==> config.mk <==
export PLATFORM = sky130hd
export DESIGN_NAME = ser_slave_tx
export DESIGN_NICKNAME = d
export VERILOG_FILES = /design/src/rtl/sst_pkg.sv /design/src/rtl/sst_sclk_sync.sv /design/src/rtl/sst_tx_buffer.sv /design/src/rtl/sst_shifter.sv /design/src/rtl/ser_slave_tx.sv
export SDC_FILE = /design/constraint.sdc
export NUM_CORES = 1
export LEC_CHECK = 0
export CAP_MARGIN = 10
export CORE_MARGIN = 5
export CORE_UTILIZATION = 45
export CTS_BUF_LIST = sky130_fd_sc_hd__clkbuf_8
export DETAILED_ROUTE_END_ITERATION = 6
export GPL_TIMING_DRIVEN = 0
export HOLD_SLACK_MARGIN = 0.02
export PLACE_DENSITY = 0.7
export SYNTH_ARGS = -nofsm -noshare
export SYNTH_HDL_FRONTEND = slang
export SYNTH_HIERARCHICAL = 1
export SYNTH_SLANG_ARGS = --single-unit
==> constraint.sdc <==
create_clock -name clk -period 4.4 [get_ports clk]
set_clock_uncertainty 0.2 [all_clocks]
set_input_delay 1.32 -clock clk [delete_from_list [all_inputs] [get_ports clk]]
set_output_delay 1.32 -clock clk [all_outputs]
set_load 0.01 [all_outputs]
==> src/rtl/sst_pkg.sv <==
package sst_pkg;

  typedef enum logic {
    ORD_LSB = 1'b0,
    ORD_MSB = 1'b1
  } bit_order_e;

endpackage

==> src/rtl/sst_sclk_sync.sv <==
module sst_sclk_sync #(
  parameter int STAGES = 2
) (
  input  logic clk,
  input  logic rst,
  input  logic sclk_in,
  output logic fall
);

  logic [STAGES:0] chain;
  logic            last_q;

  assign chain[0] = sclk_in;

  for (genvar i = 0; i < STAGES; i++) begin : g_stage
    always_ff @(posedge clk) begin
      if (rst) chain[i+1] <= 1'b0;
      else     chain[i+1] <= chain[i];
    end
  end

  always_ff @(posedge clk) begin
    if (rst) last_q <= 1'b0;
    else     last_q <= chain[STAGES];
  end

  assign fall = last_q & ~chain[STAGES];

  // a detected falling edge never lasts more than one system cycle
  p_fall_isolated_r5: assert property (@(posedge clk) disable iff (rst)
    fall |=> !fall);

endmodule

==> src/rtl/sst_tx_buffer.sv <==
module sst_tx_buffer #(
  parameter int DATA_W = 16
) (
  input  logic              clk,
  input  logic              rst,
  input  logic              active,
  input  logic              cont_mode,
  input  logic              wr_valid,
  input  logic [DATA_W-1:0] wr_data,
  input  logic              take,
  input  logic              word_end,
  output logic              buf_full,
  output logic [DATA_W-1:0] buf_data,
  output logic              busy
);

  logic accept;

  assign accept = active & wr_valid & (cont_mode | ~busy);

  always_ff @(posedge clk) begin
    if (rst) begin
      buf_full <= 1'b0;
      buf_data <= '0;
      busy     <= 1'b0;
    end else begin
      if (accept) begin
        buf_data <= wr_data;
        buf_full <= 1'b1;
      end else if (take) begin
        buf_full <= 1'b0;
      end

      if (accept)
        busy <= 1'b1;
      else if (word_end && !buf_full)
        busy <= 1'b0;
    end
  end

  // an accepted write leaves a full buffer and a raised busy flag
  p_write_sets_busy_r2: assert property (@(posedge clk) disable iff (rst)
    accept |=> (busy && buf_full));

  // in single mode an empty buffer stays empty while busy
  p_single_ignore_r9: assert property (@(posedge clk) disable iff (rst)
    (!cont_mode && busy && !buf_full) |=> !buf_full);

  // end of word with nothing queued drops busy
  p_busy_drop_r7: assert property (@(posedge clk) disable iff (rst)
    (word_end && !buf_full && !accept) |=> !busy);

  // a disabled block keeps its busy flag
  p_busy_frozen_r10: assert property (@(posedge clk) disable iff (rst)
    (!active && !word_end) |=> $stable(busy));

endmodule

==> src/rtl/sst_shifter.sv <==
module sst_shifter
  import sst_pkg::*;
#(
  parameter int DATA_W  = 16,
  parameter int LEN_W   = 4,
  parameter int DEF_LEN = 8
) (
  input  logic              clk,
  input  logic              rst,
  input  logic              active,
  input  logic              fall,
  input  logic              msb_first,
  input  logic [LEN_W-1:0]  len_code,
  input  logic              buf_full,
  input  logic [DATA_W-1:0] buf_data,
  output logic              take,
  output logic              word_end,
  output logic              sdo,
  output logic              txe
);

  localparam int CNT_W = $clog2(DATA_W + 1);
  localparam logic [CNT_W-1:0] DW_C  = CNT_W'(DATA_W);
  localparam logic [CNT_W-1:0] DEF_C = CNT_W'(DEF_LEN);
  localparam logic [CNT_W-1:0] ONE_C = CNT_W'(1);

  logic [DATA_W-1:0] sh_q;
  logic [CNT_W-1:0]  cnt_q;
  logic              run_q;
  bit_order_e        ord_q;

  logic [CNT_W-1:0]  ld_len;
  logic [CNT_W-1:0]  ld_shamt;
  logic [DATA_W-1:0] ld_sh;
  logic              ld_first;
  logic              step;

  // length decode: code 0 is the default length, any other code is literal
  always_comb begin
    if (len_code == '0) ld_len = DEF_C;
    else                ld_len = CNT_W'(len_code);
    ld_shamt = DW_C - ld_len;
    if (msb_first) begin
      ld_sh    = buf_data << ld_shamt;
      ld_first = ld_sh[DATA_W-1];
    end else begin
      ld_sh    = buf_data;
      ld_first = buf_data[0];
    end
  end

  assign step     = active & run_q & fall;
  assign word_end = step & (cnt_q == ONE_C);
  assign take     = active & buf_full & (~run_q | word_end);

  always_ff @(posedge clk) begin
    if (rst) begin
      sh_q  <= '0;
      cnt_q <= '0;
      run_q <= 1'b0;
      ord_q <= ORD_LSB;
      sdo   <= 1'b0;
      txe   <= 1'b0;
    end else begin
      txe <= take;
      if (take) begin
        sh_q  <= ld_sh;
        cnt_q <= ld_len;
        run_q <= 1'b1;
        ord_q <= msb_first ? ORD_MSB : ORD_LSB;
        sdo   <= ld_first;
      end else if (word_end) begin
        run_q <= 1'b0;
        cnt_q <= '0;
      end else if (step) begin
        cnt_q <= cnt_q - ONE_C;
        if (ord_q == ORD_MSB) begin
          sh_q <= sh_q << 1;
          sdo  <= sh_q[DATA_W-2];
        end else begin
          sh_q <= sh_q >> 1;
          sdo  <= sh_q[1];
        end
      end
    end
  end

  // the hand-off pulse is a single cycle wide
  p_txe_single_r3: assert property (@(posedge clk) disable iff (rst)
    txe |=> !txe);

  // the remaining-bit count never exceeds the shift register width
  p_cnt_bound_r6: assert property (@(posedge clk) disable iff (rst)
    cnt_q <= DW_C);

  // without a serial edge or a load, the line holds
  p_sdo_quiet_r5: assert property (@(posedge clk) disable iff (rst)
    (!fall && !take) |=> $stable(sdo));

  // a disabled block holds its output
  p_hold_when_off_r10: assert property (@(posedge clk) disable iff (rst)
    !active |=> $stable(sdo));

endmodule

==> src/rtl/ser_slave_tx.sv <==
module ser_slave_tx #(
  parameter int DATA_W      = 16,
  parameter int LEN_W       = 4,
  parameter int DEF_LEN     = 8,
  parameter int SYNC_STAGES = 2
) (
  input  logic              clk,
  input  logic              rst,
  input  logic              en,
  input  logic              tx_en,
  input  logic              msb_first,
  input  logic              cont_mode,
  input  logic [LEN_W-1:0]  len_code,
  input  logic              wr_valid,
  input  logic [DATA_W-1:0] wr_data,
  input  logic              sclk_in,
  output logic              sdo,
  output logic              busy,
  output logic              txe_irq
);

  logic              active;
  logic              fall;
  logic              take;
  logic              word_end;
  logic              buf_full;
  logic [DATA_W-1:0] buf_data;

  assign active = en & tx_en;

  sst_sclk_sync #(
    .STAGES (SYNC_STAGES)
  ) u_sync (
    .clk     (clk),
    .rst     (rst),
    .sclk_in (sclk_in),
    .fall    (fall)
  );

  sst_tx_buffer #(
    .DATA_W (DATA_W)
  ) u_buf (
    .clk       (clk),
    .rst       (rst),
    .active    (active),
    .cont_mode (cont_mode),
    .wr_valid  (wr_valid),
    .wr_data   (wr_data),
    .take      (take),
    .word_end  (word_end),
    .buf_full  (buf_full),
    .buf_data  (buf_data),
    .busy      (busy)
  );

  sst_shifter #(
    .DATA_W  (DATA_W),
    .LEN_W   (LEN_W),
    .DEF_LEN (DEF_LEN)
  ) u_shift (
    .clk       (clk),
    .rst       (rst),
    .active    (active),
    .fall      (fall),
    .msb_first (msb_first),
    .len_code  (len_code),
    .buf_full  (buf_full),
    .buf_data  (buf_data),
    .take      (take),
    .word_end  (word_end),
    .sdo       (sdo),
    .txe       (txe_irq)
  );

  // a queued word is loaded on the same edge that ends the current word
  p_back_to_back_r8: assert property (@(posedge clk) disable iff (rst)
    (word_end && buf_full) |=> (busy && txe_irq));

endmodule

## Word-level counts from Yosys, hierarchy flattened

Cells that the tools add are included.

| storage, ports and cells | value |
|---|---|
| flip-flop bits (word level) | 46 |
| logic and storage cells | 61 |
| input bits | 28 |

| cells by class | value |
|---|---|
| $add $sub $neg | 2 |
| multiplexer cells | 21 |
| reductions and logical operators | 9 |
| bitwise logic cells | 14 |
| shift operators | 1 |
| eq/ne operators | 2 |

Operators by type and width:

| kind | number |
|---|---|
| $mux W16 | 5 |
| $shl A16 B5 Y16 | 1 |
| $mux W5 | 3 |
| $mux W1 | 12 |
| $and A1 B1 Y1 | 9 |
| $reduce_bool A2 Y1 | 4 |
| $eq A5 B1 Y1 const B | 1 |
| $sub A5 B1 Y5 const B | 1 |
| $sub A5 B4 Y5 const A | 1 |
| $logic_not A4 Y1 | 1 |
| $mux W4 | 1 |
| $not A1 Y1 | 3 |
| $reduce_bool A3 Y1 | 1 |
| $ne A2 B2 Y1 const B | 1 |
| $or A1 B1 Y1 | 2 |
| $reduce_and A2 Y1 | 1 |
| $logic_and A1 B1 Y1 | 1 |
| $logic_not A1 Y1 | 1 |

## Logic depth before layout (Yosys ltp)

| logic depth | value |
|---|---|
| depth after elaboration | 8 |
| mapped depth | 11 |
| mapped depth without buffers | 9 |

## Cells and area by module

Netlist, hierarchy kept.

Modules (own cells, without submodules):

| module | area each (um^2) | instances | cells each |
|---|---|---|---|
| sst_shifter | 2,454.9 | 1 | 313 |
| sst_tx_buffer | 809.5 | 1 | 79 |
| sst_sclk_sync | 87.6 | 1 | 7 |
| ser_slave_tx | 6.3 | 1 | 1 |

## Worst setup path after synthesis

OpenSTA, ideal clock, no wires.

| timing | value |
|---|---|
| path type | in2reg |
| start | input port len_code[0] |
| end | register u_shift.sh_q[15] |
| stages | 10 |
| path buffers | 2 |
| data required time | 4.063 ns |
| setup slack | 0.767 ns |
| arrival time | 3.296 ns |
| cells stage by stage | buf_2 inv_1 ha_1 buf_2 and2b_4 o21a_1 o31ai_1 a221oi_1 a211oi_2 a211oi_2 |

| on the way | value |
|---|---|
| longest elaborated chain between the ends | 6 |

RTL lines:

| element | RTL line | RTL |
|---|---|---|
| start: declaration | ser_slave_tx.sv:13 | `input logic [LEN_W-1:0] len_code,` |
| $logic_not A4 Y1 | sst_shifter.sv:40 | `if (len_code == '0) ld_len = DEF_C;` |
| $mux W4 (*) | sst_shifter.sv:40 |  |
| $sub A5 B4 Y5 (*) | sst_shifter.sv:42 | `ld_shamt = DW_C - ld_len;` |
| $shl A16 B5 Y16 (*) | sst_shifter.sv:44 | `ld_sh = buf_data << ld_shamt;` |
| $mux W16 (*) | sst_shifter.sv:43 | `if (msb_first) begin` |
| $mux W16 (*) | sst_shifter.sv:66 | `if (take) begin` |
| end signal: assignment | sst_shifter.sv:67 | `sh_q <= ld_sh;` |
| end signal: assignment | sst_shifter.sv:78 | `sh_q <= sh_q << 1;` |
| end signal: assignment | sst_shifter.sv:81 | `sh_q <= sh_q >> 1;` |
| end: declaration | sst_shifter.sv:27 | `logic [DATA_W-1:0] sh_q;` |

Mark *: on every way between the ends. The rest lies on a longest branch, timed or not.
A chain may end at the register's enable or synchronous reset.

## Final worst setup path

| timing | value |
|---|---|
| start | input port len_code[1] |
| end | register u_shift.sh_q[7] |

Same word-level chain as after synthesis.

==> flow_metrics.tcl <==
set metrics [dict create \
    status "completed" \
    grt_max_degree 15 \
    postCtsSetupBuffers 0 \
    ios 31 \
    cts_tree "built" \
    period_minus_slack_ns 4.147 \
    die_w_um 96.39 \
    grt_use_total 0.2095 \
    numCtsBuffers 5 \
    grt_pass1_vias 3038 \
    place_hpwl_mm 7.158 \
    vias_per_cell 5.938 \
    dieArea_um2 9290 \
    path_clk_slew_ns 0.09 \
    reg2reg_depth 10 \
    design_area_um2 3867 \
    period_share 0.9425 \
    port_buffers 29 \
    critical-path-slowest-cell "nor3_1" \
    area_growth_pct 15.16 \
    design.core.area_um2 7253 \
    layout_common_cells "46 x dfxtp_1, 37 x nand2b_1, 31 x mux2i_1" \
    holdPathEnd "u_sync/chain[2]" \
    drv_slew 0 \
    grt_pass1_wl_mm 15.17 \
    nNetsFinal 467 \
    fp.dieH_um 96.39 \
    critPathArrivalTime_ns 4.11 \
    htreeDepth 2 \
    yosys_warnings 6 \
    critPathKind "in2reg" \
    first_pass_iters 6 \
    synth_edf_count 0 \
    reg2reg_to "u_shift/sh_q[1]" \
    ys_seq_area_frac 0.2742 \
    p_per_area_nw_per_um2 238.4 \
    syn_avg_cell_area_um2 8.396 \
    cp-end-kind "register" \
    whs_path_depth 1 \
    grt-ovfl-total 0 \
    max_freq_mhz 241.1 \
    dp_slack_ns 0.002168 \
    drt_iter0_markers 269 \
    tightest_slew_ns 0.8057 \
    gp_congestion 1.009 \
    r2r_start "u_shift/cnt_q[0]" \
    cpPeakStageDelay_ns 0.59 \
    vias 3183 \
    setup_violations 0 \
    synth.area.top_cells "dfxtp_1 27%, mux2i_1 9.2%, nand2b_1 6.9%" \
    crit_chain "clkdlybuf4s50_1 -> inv_1 -> ha_1 -> buf_2 -> and2b_4 -> o21a_1 -> nor3_1 -> nor2_1 -> a221oi_1 -> nor3_1" \
    fin_setup_tns_ns 0 \
    finalHoldViolations 0 \
    antenna_found_initial 0 \
    cp_common_cell "nor3_1" \
    synthArstFlopShare 0 \
    finalWirelength_mm 9.402 \
    fin_util 0.5332 \
    max_slew_margin 0.4583 \
    diodes 0 \
    synth-seq-cells 46 \
    min_from "u_sync/chain[1]" \
    dpl_cell_area_um2 3772 \
    synth_top_area_share 0.2742 \
    ys_types 74 \
    ir_drop_v 0.0001520 \
    yosys.area.top_type "dfxtp_1" \
    p_leak_nw 1.281 \
    syn_area_um2 3358 \
    drv_cap 0 \
    required_ns 4.37 \
    reg2reg_slack_ns 1.80 \
    syn_inst 400 \
    path_max_fanout 10 \
    cts_buffer_depth 2 \
    cts_root_buf "clkbuf_8" \
    nFillCells 717 \
    cts.sinks 46 \
    power_w 0.0009221 \
    synth_flop_cell "dfxtp_1" \
    cts_hold_buf 0 \
    drive_gt1_frac 0.1190 \
    min_path_type "reg2reg" \
    worstSetupStartpointType "input pin" \
    antenna_left 0 \
    avgRoutedWirePerCell_um 17.54 \
    cts-resized-gates 0 \
    syn_nets 431 \
    mostFrequentLayoutCell "dfxtp_1" \
    post-route-drc-count 0 \
    start_util 0.4630 \
    rsz0062_at_grt "no" \
    rows 31 \
    clock_latency_ns 0.31 \
    setup_ws_ns 0.2530 \
]
registers in the layout, indices dropped and copies added (netlist names):
signal and count:
u_buf/buf_data 16, u_shift/cnt_q 5, u_sync/chain 2, u_sync/last_q 1, u_shift/txe 1, u_shift/ord_q 1, u_buf/busy 1, u_buf/buf_full 1
u_shift/sh_q 16, u_shift/run_q 1, u_shift/sdo 1
stage by stage:
stage / cells / hold slack [ns]
finish: 536 / 0.2455
global route: 536 / 0.2744
CTS: 536 / 0.2469
detailed placement: 528 / 0.2261
global placement: 528 / 0.2202
floorplan: 400 / 0.2138
worst max path at each step:
| stage | endpoint | start | slack [ns] | cells after the start |
|---|---|---|---|---|
| after global placement | u_shift/sh_q[15] | len_code[1] | 0.002 | 10 |
| after detailed placement | u_shift/sh_q[7] | len_code[1] | 0.002 | 10 |
| final | u_shift/sh_q[7] | len_code[1] | 0.25 | 10 |
| after global routing | u_shift/sh_q[7] | len_code[1] | 0.05 | 10 |
| after CTS | u_shift/sh_q[15] | len_code[1] | 0.35 | 10 |
| after floorplan | u_shift/sh_q[15] | len_code[0] | 0.77 | 10 |
final cells by class:
cell class              instances  area, µm²  area share
clock inverters                 2      12.51    0.003235
clock buffers                   6      82.58     0.02135
plain buffers                  29      165.2     0.04270
multi-input cells             311       2220      0.5739
flip-flops and latches         46      920.9      0.2381
inverters                      14      52.55     0.01359
well taps                      99      123.9     0.03203
repair buffers                 29      290.3     0.07506
logic make-up (layout without fill, tap and decap cells):
kind of cell	Yosys count	after routing	synth area share
compound gates	110	110	0.2392
xor+xnor	4	4	0.01826
mux	40	40	0.1326
buf+inv	43	80	0.06483
flops	46	46	0.2742
simple gates	154	154	0.2597
fa+ha+maj	3	3	0.01118
report_power, final:
part	switching, W	internal [W]	leakage, nW
Sequential	0.0000132	0.000427	0.373
Combinational	0.000111	0.0000873	0.861
Clock	0.000158	0.000127	0.0472
Total	0.000281	0.000641	1.28
synthesized netlist by cell type (2+ instances only):
master	n
nand2b_1	37
nor3_1	14
and3_1	6
xnor2_1	2
a211oi_2	5
clkbuf_1	13
mux2i_1	31
o211ai_1	2
a2111oi_0	2
ha_1	3
nor2b_1	7
mux4_2	3
inv_1	12
and2_1	5
dfxtp_1	46
o221ai_1	4
buf_6	4
o21ai_0	10
o21ai_1	4
a31oi_1	13
buf_2	8
o2bb2ai_1	3
nand3b_1	4
mux2_2	6
a221oi_1	6
buf_1	3
a211oi_1	10
o21a_1	2
nand2_1	30
nor4_1	2
o22ai_1	4
a21oi_1	26
nor2_1	25
nand3_1	7
o31ai_1	2
routing by layer:
| metal | up-vias | GRT usage | share of wire |
|---|---|---|---|
| met1 | 1452 | 0.2686 | 0.43 |
| li1 | 1541 | - | - |
| met5 | - | 0 | 0 |
| met4 | 0 | 0.1005 | 0.040 |
| met3 | 28 | 0.04105 | 0.078 |
| met2 | 162 | 0.3370 | 0.45 |
critical path: cells and delay by family:
kind,cells,cell delay (ns)
AND/OR/NAND/NOR,4,1.09
buffers and inverters,3,0.85
AO/OA/AOI/OAI,2,0.61
adder cells (fa/ha/maj),1,0.24
No activity file was read; power rests on OpenSTA's default activity.
